**config.mk**
```make
export PLATFORM = sky130hd
export DESIGN_NAME = clksw_ctrl
export DESIGN_NICKNAME = d
export VERILOG_FILES = /design/src/rtl/clksw_pkg.sv /design/src/rtl/clksw_unlock.sv /design/src/rtl/clksw_ost.sv /design/src/rtl/clksw_seq.sv /design/src/rtl/clksw_ctrl.sv
export SDC_FILE = /design/constraint.sdc
export NUM_CORES = 1
export LEC_CHECK = 0
export BUFFER_PORTS_ARGS = -buffer_cell sky130_fd_sc_hd__buf_2
export CAP_MARGIN = 5
export CORE_MARGIN = 2
export CORE_UTILIZATION = 25
export DETAILED_ROUTE_END_ITERATION = 7
export PLACE_DENSITY_LB_ADDON = 0.1
export REMOVE_ABC_BUFFERS = 1
export SLEW_MARGIN = 25
export SYNTH_ARGS = -nofsm -noshare
export SYNTH_HDL_FRONTEND = slang
export SYNTH_SLANG_ARGS = --single-unit
```
**constraint.sdc**
```tcl
create_clock -name clk -period 2.4 [get_ports clk]
set_input_delay 0.48 -clock clk [delete_from_list [all_inputs] [get_ports clk]]
set_output_delay 0.48 -clock clk [all_outputs]
set_load 0.05 [all_outputs]
```
**src/rtl/clksw_pkg.sv**
```systemverilog
package clksw_pkg;
    localparam logic [2:0] SRC_FRC     = 3'b000;
    localparam logic [2:0] SRC_FRC_PLL = 3'b001;
    localparam logic [2:0] SRC_PRI     = 3'b010;
    localparam logic [2:0] SRC_PRI_PLL = 3'b011;
    localparam logic [2:0] SRC_SEC     = 3'b100;
    localparam logic [2:0] SRC_LPRC    = 3'b101;
    localparam logic [2:0] SRC_FRC_DIV = 3'b111;

    localparam int NUM_SRC = 8;

    typedef enum logic [1:0] {SQ_IDLE, SQ_CHECK, SQ_WAIT, SQ_COMMIT} seq_state_t;
    typedef enum logic [1:0] {UK_IDLE, UK_KEY1, UK_OPEN} key_state_t;

    function automatic logic is_xtal(input logic [2:0] s);
        return (s == SRC_PRI) || (s == SRC_PRI_PLL) || (s == SRC_SEC);
    endfunction

    function automatic logic is_pll(input logic [2:0] s);
        return (s == SRC_FRC_PLL) || (s == SRC_PRI_PLL);
    endfunction

    // key values: index 0 = lower byte, 1 = upper byte
    function automatic logic [7:0] key_first(input int b);
        return (b == 1) ? 8'h78 : 8'h46;
    endfunction

    function automatic logic [7:0] key_second(input int b);
        return (b == 1) ? 8'h9A : 8'h57;
    endfunction
endpackage

```
**src/rtl/clksw_unlock.sv**
```systemverilog
module clksw_unlock #(
    parameter logic [7:0] KEY_A = 8'h00,
    parameter logic [7:0] KEY_B = 8'h01
) (
    input  logic       clk,
    input  logic       rst_n,
    input  logic       wr,
    input  logic [7:0] wdata,
    output logic       open_win
);
    import clksw_pkg::*;

    key_state_t st, st_nx;

    always_comb begin
        if (st == UK_KEY1 && wr && wdata == KEY_B)
            st_nx = UK_OPEN;
        else if (wr && wdata == KEY_A)
            st_nx = UK_KEY1;
        else
            st_nx = UK_IDLE;
    end

    always_ff @(posedge clk or negedge rst_n) begin
        if (!rst_n) st <= UK_IDLE;
        else        st <= st_nx;
    end

    assign open_win = (st == UK_OPEN);


    open_after_key_chk: assert property (@(posedge clk) disable iff (!rst_n)
        (st == UK_OPEN) |-> $past(wr && wdata == KEY_B));
endmodule

```
**src/rtl/clksw_ost.sv**
```systemverilog
module clksw_ost #(
    parameter int CYCLES = 1024
) (
    input  logic clk,
    input  logic rst_n,
    input  logic clr,
    input  logic tick,
    output logic done
);
    localparam int W = $clog2(CYCLES + 1);
    localparam logic [W-1:0] LIMIT = W'(CYCLES);

    logic [W-1:0] cnt;

    always_ff @(posedge clk or negedge rst_n) begin
        if (!rst_n)                      cnt <= '0;
        else if (clr)                    cnt <= '0;
        else if (tick && cnt != LIMIT)   cnt <= cnt + 1'b1;
    end

    assign done = (cnt == LIMIT);


    ost_bound_chk: assert property (@(posedge clk) disable iff (!rst_n)
        done && !clr |=> done);
endmodule

```
**src/rtl/clksw_seq.sv**
```systemverilog
module clksw_seq (
    input  logic       clk,
    input  logic       rst_n,
    input  logic       go,
    input  logic       sleep,
    input  logic       ready,
    input  logic [2:0] req_sel,
    input  logic [2:0] cur_sel,
    output logic [2:0] tgt,
    output logic       busy,
    output logic       checking,
    output logic       go_clr,
    output logic       sts_clr,
    output logic       ost_clr,
    output logic       commit
);
    import clksw_pkg::*;

    seq_state_t st, st_nx;

    always_ff @(posedge clk or negedge rst_n) begin
        if (!rst_n) begin
            st  <= SQ_IDLE;
            tgt <= SRC_FRC_DIV;
        end else begin
            st <= st_nx;
            if (st == SQ_IDLE && go) tgt <= req_sel;
        end
    end

    always_comb begin
        st_nx   = st;
        go_clr  = 1'b0;
        sts_clr = 1'b0;
        ost_clr = 1'b0;
        commit  = 1'b0;
        unique case (st)
            SQ_IDLE: if (go) st_nx = SQ_CHECK;
            SQ_CHECK: begin
                if (sleep || !go) begin
                    st_nx   = SQ_IDLE;
                    go_clr  = sleep;
                    ost_clr = 1'b1;
                end else if (tgt == cur_sel) begin
                    st_nx  = SQ_IDLE;
                    go_clr = 1'b1;
                end else begin
                    st_nx   = SQ_WAIT;
                    sts_clr = 1'b1;
                    ost_clr = 1'b1;
                end
            end
            SQ_WAIT: begin
                if (sleep || !go) begin
                    st_nx   = SQ_IDLE;
                    go_clr  = sleep;
                    ost_clr = 1'b1;
                end else if (ready) begin
                    st_nx = SQ_COMMIT;
                end
            end
            SQ_COMMIT: begin
                st_nx  = SQ_IDLE;
                commit = 1'b1;
                go_clr = 1'b1;
            end
            default: st_nx = SQ_IDLE;
        endcase
    end

    assign busy     = (st != SQ_IDLE);
    assign checking = (st == SQ_CHECK);


    sleep_abort_chk: assert property (@(posedge clk) disable iff (!rst_n)
        (st == SQ_CHECK || st == SQ_WAIT) && sleep |=> st == SQ_IDLE);


    wait_hold_chk: assert property (@(posedge clk) disable iff (!rst_n)
        st == SQ_WAIT && go && !sleep && !ready |=> st == SQ_WAIT);
endmodule

```
**src/rtl/clksw_ctrl.sv**
```systemverilog
module clksw_ctrl #(
    parameter int OST_CYCLES = 1024
) (
    input  logic       clk,
    input  logic       rst_n,
    input  logic       bus_we,
    input  logic       bus_sel_hi,
    input  logic [7:0] bus_wdata,
    output logic [7:0] reg_hi,
    output logic [7:0] reg_lo,
    input  logic       cfg_switch_en,
    input  logic       cfg_lprc_hold,
    input  logic       sleep_req,
    input  logic       clk_fail,
    input  logic       tgt_tick,
    input  logic       pll_lock,
    input  logic [7:0] src_rdy,
    output logic [7:0] src_en
);
    import clksw_pkg::*;

    logic [1:0] open_win;
    logic       hi_acc, lo_acc;
    logic [2:0] cur_sel, new_sel, seq_tgt;
    logic       lock_bit, lock_sts, fail_flag, sec_en, sw_go;
    logic       seq_busy, seq_checking, seq_go_clr, seq_sts_clr, seq_ost_clr, seq_commit;
    logic       ost_done, tgt_ready;
    logic       unused_wbits;

    assign unused_wbits = ^{bus_wdata[6:4], bus_wdata[2]};

    for (genvar b = 0; b < 2; b++) begin : g_key
        logic byte_wr;
        assign byte_wr = bus_we && (bus_sel_hi == (b == 1));
        clksw_unlock #(.KEY_A(key_first(b)), .KEY_B(key_second(b))) u_key (
            .clk(clk), .rst_n(rst_n), .wr(byte_wr), .wdata(bus_wdata),
            .open_win(open_win[b])
        );
    end

    assign hi_acc = open_win[1] && bus_we &&  bus_sel_hi;
    assign lo_acc = open_win[0] && bus_we && !bus_sel_hi;

    always_ff @(posedge clk or negedge rst_n) begin
        if (!rst_n) begin
            new_sel  <= SRC_FRC_DIV;
            cur_sel  <= SRC_FRC_DIV;
            lock_bit <= 1'b0;
            sec_en   <= 1'b0;
        end else begin
            if (hi_acc) new_sel <= bus_wdata[2:0];
            if (lo_acc) begin
                lock_bit <= lock_bit | bus_wdata[7];
                sec_en   <= bus_wdata[1];
            end
            if (seq_commit) cur_sel <= seq_tgt;
        end
    end

    always_ff @(posedge clk or negedge rst_n) begin
        if (!rst_n)                        sw_go <= 1'b0;
        else if (!cfg_switch_en)           sw_go <= 1'b0;
        else if (seq_go_clr)               sw_go <= 1'b0;
        else if (lo_acc) begin
            if (!bus_wdata[0])             sw_go <= 1'b0;
            else if (!lock_bit)            sw_go <= 1'b1;
        end
    end

    always_ff @(posedge clk or negedge rst_n) begin
        if (!rst_n) begin
            fail_flag <= 1'b0;
            lock_sts  <= 1'b0;
        end else begin
            if (seq_sts_clr)                   fail_flag <= 1'b0;
            else if (clk_fail)                 fail_flag <= 1'b1;
            else if (lo_acc && !bus_wdata[3])  fail_flag <= 1'b0;

            if (seq_sts_clr)                   lock_sts <= 1'b0;
            else if (!seq_busy)                lock_sts <= pll_lock && is_pll(cur_sel);
        end
    end

    always_comb begin
        tgt_ready = is_xtal(seq_tgt) ? ost_done : src_rdy[seq_tgt];
        if (is_pll(seq_tgt)) tgt_ready = tgt_ready && pll_lock;
    end

    clksw_ost #(.CYCLES(OST_CYCLES)) u_ost (
        .clk(clk), .rst_n(rst_n), .clr(seq_ost_clr),
        .tick(tgt_tick && src_rdy[seq_tgt] && seq_busy), .done(ost_done)
    );

    clksw_seq u_seq (
        .clk(clk), .rst_n(rst_n), .go(sw_go), .sleep(sleep_req), .ready(tgt_ready),
        .req_sel(new_sel), .cur_sel(cur_sel), .tgt(seq_tgt), .busy(seq_busy),
        .checking(seq_checking), .go_clr(seq_go_clr), .sts_clr(seq_sts_clr),
        .ost_clr(seq_ost_clr), .commit(seq_commit)
    );

    for (genvar s = 0; s < NUM_SRC; s++) begin : g_en
        always_comb begin
            src_en[s] = (cur_sel == 3'(s)) || (seq_busy && seq_tgt == 3'(s));
            if (s == int'(SRC_LPRC)) src_en[s] = src_en[s] || cfg_lprc_hold;
            if (s == int'(SRC_SEC))  src_en[s] = src_en[s] || sec_en;
        end
    end

    assign reg_hi = {1'b0, cur_sel, 1'b0, new_sel};
    assign reg_lo = {lock_bit, 1'b0, lock_sts, 1'b0, fail_flag, 1'b0, sec_en, sw_go};


    redundant_chk: assert property (@(posedge clk) disable iff (!rst_n)
        seq_checking && sw_go && !sleep_req && seq_tgt == cur_sel
        |=> !sw_go && cur_sel == $past(cur_sel) && !seq_busy);


    commit_chk: assert property (@(posedge clk) disable iff (!rst_n)
        seq_commit |=> cur_sel == $past(seq_tgt) && !sw_go);


    switch_off_chk: assert property (@(posedge clk) disable iff (!rst_n)
        !cfg_switch_en |=> !sw_go);


    status_clear_chk: assert property (@(posedge clk) disable iff (!rst_n)
        seq_sts_clr |=> !fail_flag && !lock_sts);
endmodule

```
=== Word level (Yosys, flattened, before mapping) ===
Cells that the tools add are included.

* Input bits: 26
* Output and inout port bits: 24
* Flip-flop bits (word level): 31
* Logic and storage cells: 139

* Multiplexer cells: 37
* Bitwise logic cells: 2
* $add $sub $neg: 1
* $lt $le $gt $ge: 1
* Eq/ne operators: 33
* Reduce and logical (&&, ||, !) cells: 53

{| class="wikitable"
|+ Operators by type and width
! cell !! number
|-
| logical AND 1 bit || 27
|-
| equality test 3 bit (second input constant) || 8
|-
| equality test 8 x 7 -> 1 bit (second input constant) || 3
|-
| two-way mux 1 bit || 24
|-
| two-way mux 11 bit || 2
|-
| logical OR 1 bit || 15
|-
| two-way mux 2 bit || 7
|-
| equality test 3 x 2 -> 1 bit (second input constant) || 4
|-
| adder 11 x 1 -> 11 bit (second input constant) || 1
|-
| equality test 11 bit (second input constant) || 1
|-
| inequality test 11 bit (second input constant) || 1
|-
| equality test 2 bit (second input constant) || 4
|-
| equality test 8 bit (second input constant) || 1
|-
| one-hot mux 2 bit (4 select lines) || 1
|-
| equality test 2 x 1 -> 1 bit (second input constant) || 3
|-
| equality test 3 x 1 -> 1 bit (second input constant) || 2
|-
| zero test 3 bit || 2
|-
| < comparator 3 x 4 -> 1 bit (second input constant) || 1
|-
| inequality test 4 x 3 -> 1 bit (second input constant) || 1
|-
| AND reduction 2 bit || 2
|-
| nonzero test 2 bit || 2
|-
| binary-select mux 1 bit (select 3 bit) || 1
|-
| equality test 3 bit || 1
|-
| zero test 1 bit || 3
|-
| 10 further kinds || 10
|}

=== Depth between registers and ports, before layout ===
Gate-level depths: netlist (run 1).

* Depth in word-level cells: 9
* Mapped depth: 8
* Depth with buffers taken out: 7

=== Modules after synthesis ===
From an unflattened synthesis (run 1), not the netlist that was laid out.

* Cells, all modules: 217
* Area total of the unflattened synthesis: 2078.2 µm²

{| class="wikitable"
|+ Modules (own cells, without submodules)
! module !! area each (µm²) !! sequential area each (µm²) !! cells an instance !! instances
|-
| clksw_ctrl || 819.5 || 282.8 || 92 || 1
|-
| clksw_ost || 621.8 || 275.3 || 64 || 1
|-
| clksw_seq || 409.1 || 128.9 || 44 || 1
|-
| clksw_unlock at g_key[1].u_key || 126.4 || 50.0 || 9 || 1
|-
| clksw_unlock at g_key[0].u_key || 101.3 || 50.0 || 8 || 1
|}

=== Least setup slack after synthesis (run 1) ===
OpenSTA, ideal clock, no wires.

* Path type: reg-to-output
* Start point: reg u_seq.tgt[1]
* End point: out src_en[6]
* Setup slack: -0.222 ns
* Stages on the path, launching flop included: 5
* Required time: 1.920 ns
* Path buffers: 2
* Data arrival time: 2.142 ns
* Cells stage by stage: dfstp_2 buf_6 buf_2 inv_1 o32ai_1

* Cells in the longest elaborated chain, start to end: 3

{| class="wikitable"
|+ RTL lines
! what !! line !! source
|-
| start: declaration || clksw_seq.sv:9 || <nowiki>output logic [2:0] tgt,</nowiki>
|-
| start signal: assignment || clksw_seq.sv:27 || <nowiki>if (st == SQ_IDLE && go) tgt <= req_sel;</nowiki>
|-
| equality test 3 bit || clksw_ctrl.sv:103 || <nowiki>src_en[s] = (cur_sel == 3'(s)) || (seq_busy && seq_tgt == 3'(s));</nowiki>
|-
| logical AND 1 bit || clksw_ctrl.sv:103 ||
|-
| logical OR 1 bit || clksw_ctrl.sv:103 ||
|-
| end: declaration || clksw_ctrl.sv:18 || <nowiki>output logic [7:0] src_en</nowiki>
|}

Every way passes these cells.

=== Final worst setup path (run 1) ===
Ends and elaborated chain as after synthesis.

==> out/qor.csv, run 1 <==
stage,metric,value,unit
synth,yosysWarnings,0,
sta,rsz0062_at_grt,false,
final_layout,fill_cells,841,
routing,final_antenna_net_count,0,
sta,worst_slack,108.0,ps
clock_tree,cts_tree,yes,
synth,ys_seq_area_share,38.83,%
synth,synth_area_leaders,"dfrtp_1, dfstp_2, mux2_2",
placement,hpwl,3.825,mm
pwr,powerDensity,603.2,mW/mm^2
synth,synth_edf_count,0,
synth,synth_ff_type,dfrtp_1,
placement,dp_worst_setup_slack,272.9,ps
placement,gp_congestion,0.7384,
synth,asyncSetResetFlopFracSynth,100.0,%
pwr,power.static_leakage,1.044,nW
clock_tree,root_buffer,clkbuf_8,
sta,slew_headroom,51.23,%
routing,first_pass_iters,4,
sta,fin_skew,11.94,ps
floorplanning,initial_utilization,25.96,%
synth,netlist_area,0.002027,mm^2
clock_tree,worstSkewPairLatency,290,ps
synth,avgSynthCellArea,9.698,um^2
sta,hold_viol,0,
worst_hold_path,hold_class,primary input to asynchronous set/reset pin,
routing,route.detailed.drc,0,
final_layout,num_antenna_cells,0,
final_layout,drive_gt1_share,33.06,%
clock_tree,cts_buffer_depth,2,
flow_run,maxCapViolCount,0,
clock_tree,path_clk_slew,80,ps
global_routing,grt_usage,12.49,%
routing,vias,1671,
synth,synth_largest_area_cell,dfrtp_1,
routing,vias_per_cell,4.774,
placement,postPlaceCellArea,0.002287,mm^2
global_routing,grt_antenna_before_repair,0,
sta,tightestPinTransition,731.5,ps
floorplanning,rows,32,
final_layout,stdcell_area,0.002412,mm^2
global_routing,grt_max_degree,32,
outcome,status,finished clean,
global_routing,grt_pass1_wl,8.521,mm
critical_path,crit_path_start_kind,flip-flop,
synth,yosysTopAreaCellShare,27.16,%
final_layout,area_growth_syn_to_layout,19.01,%
pwr,power.total,0.001455,W
floorplanning,die_y,94.05,um
sta,fin_crit_sh,95.50,%
floorplanning,core_area,0.007807,mm^2
clock_tree,cts_sinks,31,
final_layout,multi_input_area,0.001097,mm^2
global_routing,overflow,0,
routing,drtIter0Drc,136,
final_layout,layout.nets,280,
sta,finalCriticalPeriod,2292,ps
floorplanning,pin_count,50,
pwr,vdd_ir_drop_max,0.0002284,V
clock_tree,htreeDepth,2,
clock_tree,numCtsBuffers,5,
floorplanning,dieArea,0.008844,mm^2
critical_path,cp-end-kind,primary output,
critical_path,path_class,flip-flop to primary output,
sta,fmax,436.3,MHz
critical_path,crit_required,1920,ps
synth,ys_seq_elements,31,
final_layout,ff_latch_area,787.0,um^2
global_routing,first_global_vias,1643,
routing,routed_wirelength,5.069,mm
critical_path,crit_start,u_seq.tgt[1]$_DFFE_PN1P_,
critical_path,cp_data_arrival_time,1810,ps
critical_path,path_max_fanout,10,
floorplanning,die_x,94.05,um
sta,setup_viol,0,
routing,wl_per_cell,14.48,um
synth,synth_cell_types,56,
sta,slew_violations,0,
placement,port_buffers,44,
critical_path,reg2reg_from,u_seq.tgt[1]$_DFFE_PN1P_,
synth,syn_inst,209,
[power breakdown]
| part | internal [W] | total (W) | switching, W | leakage [nW] |
|---|---|---|---|---|
| clock network | 0.000309 | 0.000521 | 0.000212 | 0.0581 |
| registers | 0.000543 | 0.000561 | 0.0000182 | 0.391 |
| logic | 0.000144 | 0.000373 | 0.000229 | 0.595 |
| total | 0.000995 | 0.00146 | 0.000460 | 1.04 |
[per-stage QoR]
stage / hold slack (ps) / cells / setup TNS (ps) / utilization (%)
floorplan: 184.4 / 193 / -339.5 / -
global placement: 426.9 / 342 / 0 / 29.29
detailed placement: 425.6 / 342 / 0 / 29.29
CTS: 271.4 / 350 / 0 / 30.74
global route: 307.5 / 350 / 0 / 30.90
finish: 244.4 / 350 / 0 / 30.90
[layout by cell type (no fill, tap or decap), drive strengths merged, types with 2 or more instances in the layout]
master and n:
or4 2, dfrtp 22, xor2 2, xnor2 5, buf 47, clkbuf 5, a31oi 3, nand4b 4
o21ai 8, and2 2, nand3 6, nor4 2, nor3 4, dfstp 9, inv 12, nand2b 3
o31ai 3, a32o 3, a21oi 10, nor3b 2, nor4b 2, nor2b 7, mux2i 3, or3 5
nand2 7, conb 5, mux2 12, nor2 16, nand4 6, ha 7, clkinv 2, a211oi 3
[worst paths after layout]
kind	slack, ps	end	cells after the start
worst max register to register	290	u_seq.st[1]$_DFFE_PN0P_	5
worst max-delay path	110	src_en[6]	4
worst min-delay path	240	g_key[1].u_key.st[1]$_DFF_PN0_	1
worst min register to register	440	g_key[1].u_key.st[1]$_DFF_PN0_	1
min in group clk	370	g_key[0].u_key.st[0]$_DFF_PN0_	2
max in group asynchronous	1670	u_ost.cnt[10]$_DFFE_PN0P_	1
[final cells by class]
type / count / area share, %
Multi-Input combinational cell: 150 / 45.49
Tap cell: 102 / 5.290
Clock inverter: 3 / 1.815
Timing Repair Buffer: 47 / 10.06
Inverter: 12 / 1.867
Clock buffer: 5 / 2.853
Sequential cell: 31 / 32.62
[synth_stat cells (2+ instances only)]
cell       n
or4_1      2
nor3b_1    2
or3_1      5
mux2_2     9
ha_1       7
mux2i_1    3
xnor2_1    5
nor4_1     2
mux2_4     2
nand2b_1   3
nand2_1    7
a21oi_1   10
o21ai_0    8
a211oi_1   2
a32o_1     3
nor4b_1    2
dfrtp_1   22
nor3_1     4
o31ai_1    3
nand4_1    5
clkbuf_1   5
a31oi_1    3
xor2_1     2
inv_1     12
nand3_1    6
buf_2      4
nor2_1    16
nand4b_1   4
nor2b_1    7
buf_4     10
dfstp_2    9
[flip-flops by register name, indices dropped and copies added, names as in the netlist]
name / count
cur_sel: 3
lock_sts: 1
sw_go: 1
u_ost.cnt: 11
lock_bit: 1
new_sel: 3
g_key.u_key.st: 4
sec_en: 1
u_seq.st: 2
u_seq.tgt: 3
fail_flag: 1
[kinds of logic after synthesis]
| family | after synthesis | synth area share (%) |
|---|---|---|
| adder cells (fa/ha/maj) | 7 | 4.321 |
| AND/OR/NAND/NOR | 72 | 20.62 |
| XOR/XNOR | 7 | 3.025 |
| flip-flops | 31 | 38.83 |
| AO/OA/AOI/OAI | 44 | 16.11 |
| multiplexers | 15 | 8.519 |
| buffers and inverters | 32 | 8.395 |
| other | 1 | 0.1850 |
[routing by layer]
metal / vias to the layer above / wire length [um] / track usage (%)
met3: 8 / 235 / 2.488
li1: 823 / - / -
met5: - / 0 / 0
met1: 795 / 2586 / 18.19
met4: 0 / 93 / 4.589
met2: 45 / 2152 / 18.15
[what timing repair did]
| item | in CTS | in global routing |
|---|---|---|
| hold buffers | 0 | 0 |
| setup buffers | 0 | 0 |
| setup endpoints to repair | 0 | 5 |
| resized for setup | 0 | 2 |
[critical path, stage by stage (launching register included)]
cell     delay [ps]
dfstp_2         620
buf_4           210
inv_1           100
o32ai_1         280
buf_2           310
Power figures use the tool's default switching activity.
==> inputs of run 2 (changes only) <==
Settings changed: SYNTH_HIERARCHICAL set to 1.
==> run 2 against run 1 <==
Core utilization shrank 0.13 points; critical path type unchanged; final area grew 3.7%; critical path depth grew 3; first-iteration DRC count shrank 54%; combinational power grew 3%; register-to-register slack lost 110 ps; clock-buffer cell count grew 1; final cell count grew 5.7%; synthesized cell count grew 3.8%.
==> out/qor.csv, run 2 <==
stage,metric,value,unit
synth,avgSynthCellArea,9.577,um^2
placement,gp_congestion,0.7149,
sta,fin_crit_sh,94.41,%
final_layout,final_common_cell,buf_2,
clock_tree,numCtsBuffers,5,
routing,vias_per_cell,4.605,
sta,fin_skew,5.832,ps
critical_path,path_max_fanout,5,
clock_tree,worstSkewPairLatency,280,ps
sta,setup_viol,0,
final_layout,top_register,u_ost/cnt,
synth,synth_area_leaders,"dfrtp_1, dfstp_2, mux2_2",
clock_tree,cts_setup_buffers,0,
critical_path,crit_required,1920,ps
floorplanning,core_area,0.008134,mm^2
final_layout,final_cell_mix,"buf_2, dfrtp_1, nor2_1",
synth,ys_seq_area_share,37.87,%
clock_tree,htreeDepth,2,
global_routing,grt_max_degree,32,
final_layout,stdcell_area,0.002502,mm^2
pwr,vdd_ir_drop_max,0.0002074,V
synth,syn_inst,217,
placement,hpwl,3.897,mm
floorplanning,dieArea,0.009058,mm^2
synth,yosysTopAreaCellShare,26.49,%
final_layout,final_core_util,30.76,%
floorplanning,pin_count,50,
final_layout,top_regs,"u_ost/cnt (11), g_key.u_key/st (4)",
global_routing,overflow,0,
routing,route.detailed.drc,0,
critical_path,cp_data_arrival_time,1790,ps
sta,rsz0062_at_grt,false,
final_layout,drive_gt1_share,34.72,%
final_layout,fill_cells,853,
synth,synth_edf_count,0,
clock_tree,cts_buffer_depth,2,
sta,fmax,441.4,MHz
clock_tree,hold_buffers,0,
clock_tree,cts_tree,yes,
pwr,power.static_leakage,1.128,nW
clock_tree,path_clk_slew,70,ps
sta,tightestPinTransition,736.0,ps
floorplanning,rows,33,
global_routing,grt_antenna_before_repair,0,
clock_tree,cts_sinks,31,
placement,dp_worst_setup_slack,155.6,ps
sta,slew_violations,0,
worst_hold_path,hold_class,primary input to asynchronous set/reset pin,
global_routing,grt_usage,12.27,%
floorplanning,die_y,95.18,um
synth,asyncSetResetFlopFracSynth,100.0,%
synth,ys_seq_elements,31,
synth,yosysWarnings,6,
critical_path,path_class,flip-flop to primary output,
final_layout,layout.nets,297,
routing,wl_per_cell,13.98,um
global_routing,grt_pass1_wl,8.645,mm
critical_path,crit_path_start_kind,flip-flop,
flow_run,maxCapViolCount,0,
final_layout,area_growth_syn_to_layout,20.41,%
critical_path,cp-end-kind,primary output,
synth,yosysMostFrequentCell,dfrtp_1,
floorplanning,die_x,95.18,um
routing,first_pass_iters,4,
routing,drtIter0Drc,63,
floorplanning,initial_utilization,25.55,%
sta,hold_viol,0,
sta,worst_slack,134.2,ps
synth,synth_commonest_cells,"dfrtp_1, nor2_1, nand2_1",
sta,slew_headroom,50.93,%
routing,routed_wirelength,5.173,mm
sta,holdWs,257.7,ps
synth,synth_cell_types,53,
synth,synth_largest_area_cell,dfrtp_1,
outcome,status,finished clean,
placement,port_buffers,44,
sta,finalCriticalPeriod,2266,ps
placement,postPlaceCellArea,0.002377,mm^2
routing,final_antenna_net_count,0,
clock_tree,root_buffer,clkbuf_8,
routing,vias,1704,
final_layout,num_antenna_cells,0,
synth,synth_ff_type,dfrtp_1,
synth,netlist_area,0.002078,mm^2
global_routing,first_global_vias,1714,
pwr,powerDensity,600.2,mW/mm^2
final_layout,largest_reg_flops,11,
## run 2: worst paths after layout
path,cells past startpoint,from,endpoint,slack (ps)
worst max-delay path,7,u_seq/st[0]$_DFFE_PN0P_,src_en[4],130
worst min-delay path,1,rst_n,u_ost/cnt[10]$_DFFE_PN0P_,260
worst max register to register,8,u_ost/cnt[5]$_DFFE_PN0P_,u_seq/st[1]$_DFFE_PN0P_,180
worst min register to register,2,g_key[0].u_key/st[1]$_DFF_PN0_,g_key[0].u_key/st[1]$_DFF_PN0_,530
max in group asynchronous,1,rst_n,u_seq/st[1]$_DFFE_PN0P_,1670
min in group clk,2,bus_wdata[4],g_key[0].u_key/st[0]$_DFF_PN0_,440
## run 2: cell families (layout without fill, tap and decap cells)
kind of cell | after synthesis | after routing | synth area share, %
xor+xnor | 5 | 5 | 2.107
mux | 15 | 15 | 7.827
simple gates | 92 | 92 | 27.75
buf+inv | 27 | 71 | 7.947
compound gates | 39 | 39 | 12.10
flops | 31 | 31 | 37.87
other cells | 1 | 5 | 0.1804
fa+ha+maj | 7 | 7 | 4.214
## run 2: what timing repair did
action | CTS | global route
hold endpoints to repair | 0 | 0
gates resized for setup | 0 | 5
setup endpoints to repair | 0 | 3
## run 2: layout make-up
cell class | count | area, um^2 | area share, %
multi-input cells | 163 | 1144 | 45.70
flip-flops and latches | 31 | 787.0 | 31.45
repair buffers | 51 | 277.8 | 11.10
well taps | 105 | 131.4 | 5.250
clock buffers | 6 | 82.58 | 3.300
inverters | 12 | 45.04 | 1.800
clock inverters | 2 | 35.03 | 1.400
## run 2: per-layer routing
layer,vias to the layer above,GRT usage [%],wire length (um)
met2,37,19.84,2413
met3,6,2.846,256
met4,0,3.623,72
met1,802,16.30,2430
li1,859,-,-
met5,-,0,0
## run 2: stage by stage
step	setup TNS (ps)	power, W	instances
after floorplan	-138.1	0.0008372	206
after global placement	0	0.0009774	362
after detailed placement	0	0.0009705	362
after CTS	0	0.001532	370
after global routing	0	0.001603	370
final	0	0.001502	370
## run 2: report_power, final
part | total (W) | internal [W] | leakage [nW] | switching, W
Combinational | 0.000384 | 0.000147 | 0.675 | 0.000237
Clock | 0.000540 | 0.000336 | 0.0612 | 0.000204
Sequential | 0.000578 | 0.000547 | 0.391 | 0.0000313
Total | 0.00150 | 0.00103 | 1.13 | 0.000472
## run 2: worst max-delay path, stage by stage (launching register included)
cell	delay, ps
dfrtp_1	410
inv_1	130
ha_1	220
inv_1	110
nand2_2	120
nor3_1	60
a211o_1	270
buf_4	190
==> inputs of run 3 (changes only) <==
Settings changed: CTS_BUF_LIST set to sky130_fd_sc_hd__clkbuf_4.
==> run 3 against run 2 <==
Highest routed layer unchanged; clock skew up 6.3 ps; first-iteration DRC count down 4.8%; hold slack worse by 67 ps; combinational power up 5%; critical endpoint unchanged; final area down 0.85%; critical path type unchanged; final cell count up 0.54%; clock power down 24%; sequential cell count unchanged; die area unchanged; global-route usage about the same; core utilization down 0.26 points.
==> out/qor.csv, run 3 (synthesis results as in run 2) <==
stage,metric,value,unit
outcome,status,finished clean,
final_layout,stdcell_area,0.002481,mm^2
floorplanning,initial_utilization,25.55,%
routing,vias,1729,
final_layout,final_cell_mix,"buf_2, dfrtp_1, nor2_1",
final_layout,fill_cells,859,
pwr,intPower,0.0009217,W
pwr,vdd_ir_drop_max,0.0001988,V
final_layout,final_core_util,30.50,%
critical_path,path_max_fanout,5,
routing,routed_wirelength,5.215,mm
critical_path,ff2ff_setup_slack,180,ps
sta,tightestPinTransition,737.0,ps
routing,vias_per_cell,4.648,
final_layout,layout.nets,299,
final_layout,multi_input_area,0.001146,mm^2
critical_path,crit_start,u_seq/st[1]$_DFFE_PN0P_,
clock_tree,htreeDepth,2,
final_layout,final_common_cell,buf_2,
pwr,power.share.clock,29.5,%
critical_path,r2r-end,u_seq/st[1]$_DFFE_PN0P_,
pwr,power.static_leakage,1.118,nW
sta,fmax,441.4,MHz
clock_tree,cts_buffer_depth,2,
placement,postPlaceCellArea,0.002377,mm^2
routing,final_antenna_net_count,0,
clock_tree,numCtsBuffers,5,
clock_tree,worstSkewPairLatency,330,ps
critical_path,crit_required,1920,ps
flow_run,maxCapViolCount,0,
placement,gp_congestion,0.7149,
global_routing,grt_antenna_before_repair,0,
global_routing,overflow,0,
sta,worst_slack,134.3,ps
final_layout,top_regs,"u_ost/cnt (11), g_key.u_key/st (4)",
placement,hpwl,3.897,mm
floorplanning,core_area,0.008134,mm^2
final_layout,top_register,u_ost/cnt,
final_layout,area_growth_syn_to_layout,19.39,%
pwr,p_comb_share,28.9,%
pwr,switchingPower,0.0004671,W
sta,finalCriticalPeriod,2266,ps
pwr,powerDensity,559.7,mW/mm^2
placement,dp_worst_setup_slack,155.6,ps
clock_tree,cts_sinks,31,
sta,fin_skew,12.18,ps
critical_path,cp_data_arrival_time,1790,ps
placement,dp_cells,362,
final_layout,largest_reg_flops,11,
floorplanning,pin_count,50,
critical_path,crit_path_start_kind,flip-flop,
clock_tree,hold_buffers,0,
global_routing,grt_usage,12.30,%
sta,final.setup.tns,0,ps
floorplanning,rows,33,
critical_path,cp-end-kind,primary output,
sta,slew_violations,0,
routing,first_pass_iters,4,
critical_path,path_class,flip-flop to primary output,
final_layout,num_antenna_cells,0,
critical_path,reg2reg_from,u_ost/cnt[5]$_DFFE_PN0P_,
global_routing,grt_pass1_wl,8.659,mm
floorplanning,die_y,95.18,um
routing,drtIter0Drc,60,
final_layout,drive_gt1_share,35.96,%
sta,fin_crit_sh,94.40,%
global_routing,grt_max_degree,32,
pwr,seqPwrFrac,41.5,%
routing,route.detailed.drc,0,
sta,setup_viol,0,
pwr,switching_share,33.63,%
clock_tree,cts_tree,yes,
clock_tree,path_clk_slew,110,ps
floorplanning,die_x,95.18,um
clock_tree,root_buffer,clkbuf_4,
sta,rsz0062_at_grt,false,
routing,wl_per_cell,14.02,um
floorplanning,dieArea,0.009058,mm^2
placement,port_buffers,44,
final_layout,ff_latch_area,787.0,um^2
sta,hold_viol,0,
worst_hold_path,hold_class,primary input to asynchronous set/reset pin,
final_layout,fin_cells,372,
global_routing,first_global_vias,1708,
critical_path,reg2reg_depth,8,
sta,slew_headroom,50.87,%
==> run 3: cell type report <==
type	count	share of cell area (%)
clock inverters	3	1.563
well taps	105	5.295
repair buffers	53	11.90
inverters	12	1.815
clock buffers	5	1.513
multi-input cells	163	46.19
flip-flops and latches	31	31.72
==> run 3: how the worst max path moves through the flow <==
| stage | end | cells after the start |
|---|---|---|
| after floorplan | src_en[0] | 5 |
| after CTS | src_en[0] | 6 |
| after global placement | u_seq/st[1]$_DFFE_PN0P_ | 8 |
| final | src_en[4] | 7 |
| after detailed placement | u_seq/st[1]$_DFFE_PN0P_ | 8 |
| after global routing | src_en[4] | 7 |
==> run 3: worst max-delay path, cell delays in order, from the launching register on <==
cell,delay (ps)
dfrtp_1,430
inv_2,90
ha_2,200
inv_1,100
nand2_2,120
nor3_1,60
a211o_1,270
buf_4,190
==> run 3: stage by stage <==
step           power (W)  hold slack (ps)
6_report        0.001389            190.4
5_1_grt         0.001491            233.2
4_1_cts         0.001399            210.3
3_5_place_dp   0.0009705            508.1
3_3_place_gp   0.0009774            513.5
2_1_floorplan  0.0008372            184.4
==> run 3: timing repair <==
action | in CTS | in global routing
resized for setup | 2 | 6
endpoints found under the setup margin | 1 | 5
setup buffers | 0 | 2
==> run 3: power groups by stage <==
stage	combinational (W)	sequential [W]	clock, W
after CTS	0.000387	0.000578	0.000434
after global placement	0.000391	0.000586	0
after floorplan	0.000258	0.000579	0
after detailed placement	0.000382	0.000588	0
after global routing	0.000453	0.000580	0.000459
final	0.000402	0.000577	0.000410
==> run 3: routing by layer <==
layer  GRT usage, %  routed length [um]  vias to the layer above
met5              0                   0                        -
met4          3.623                  72                        0
met3          2.846                 258                        6
met2          19.78                2450                       41
met1          16.45                2434                      819
li1               -                   -                      863
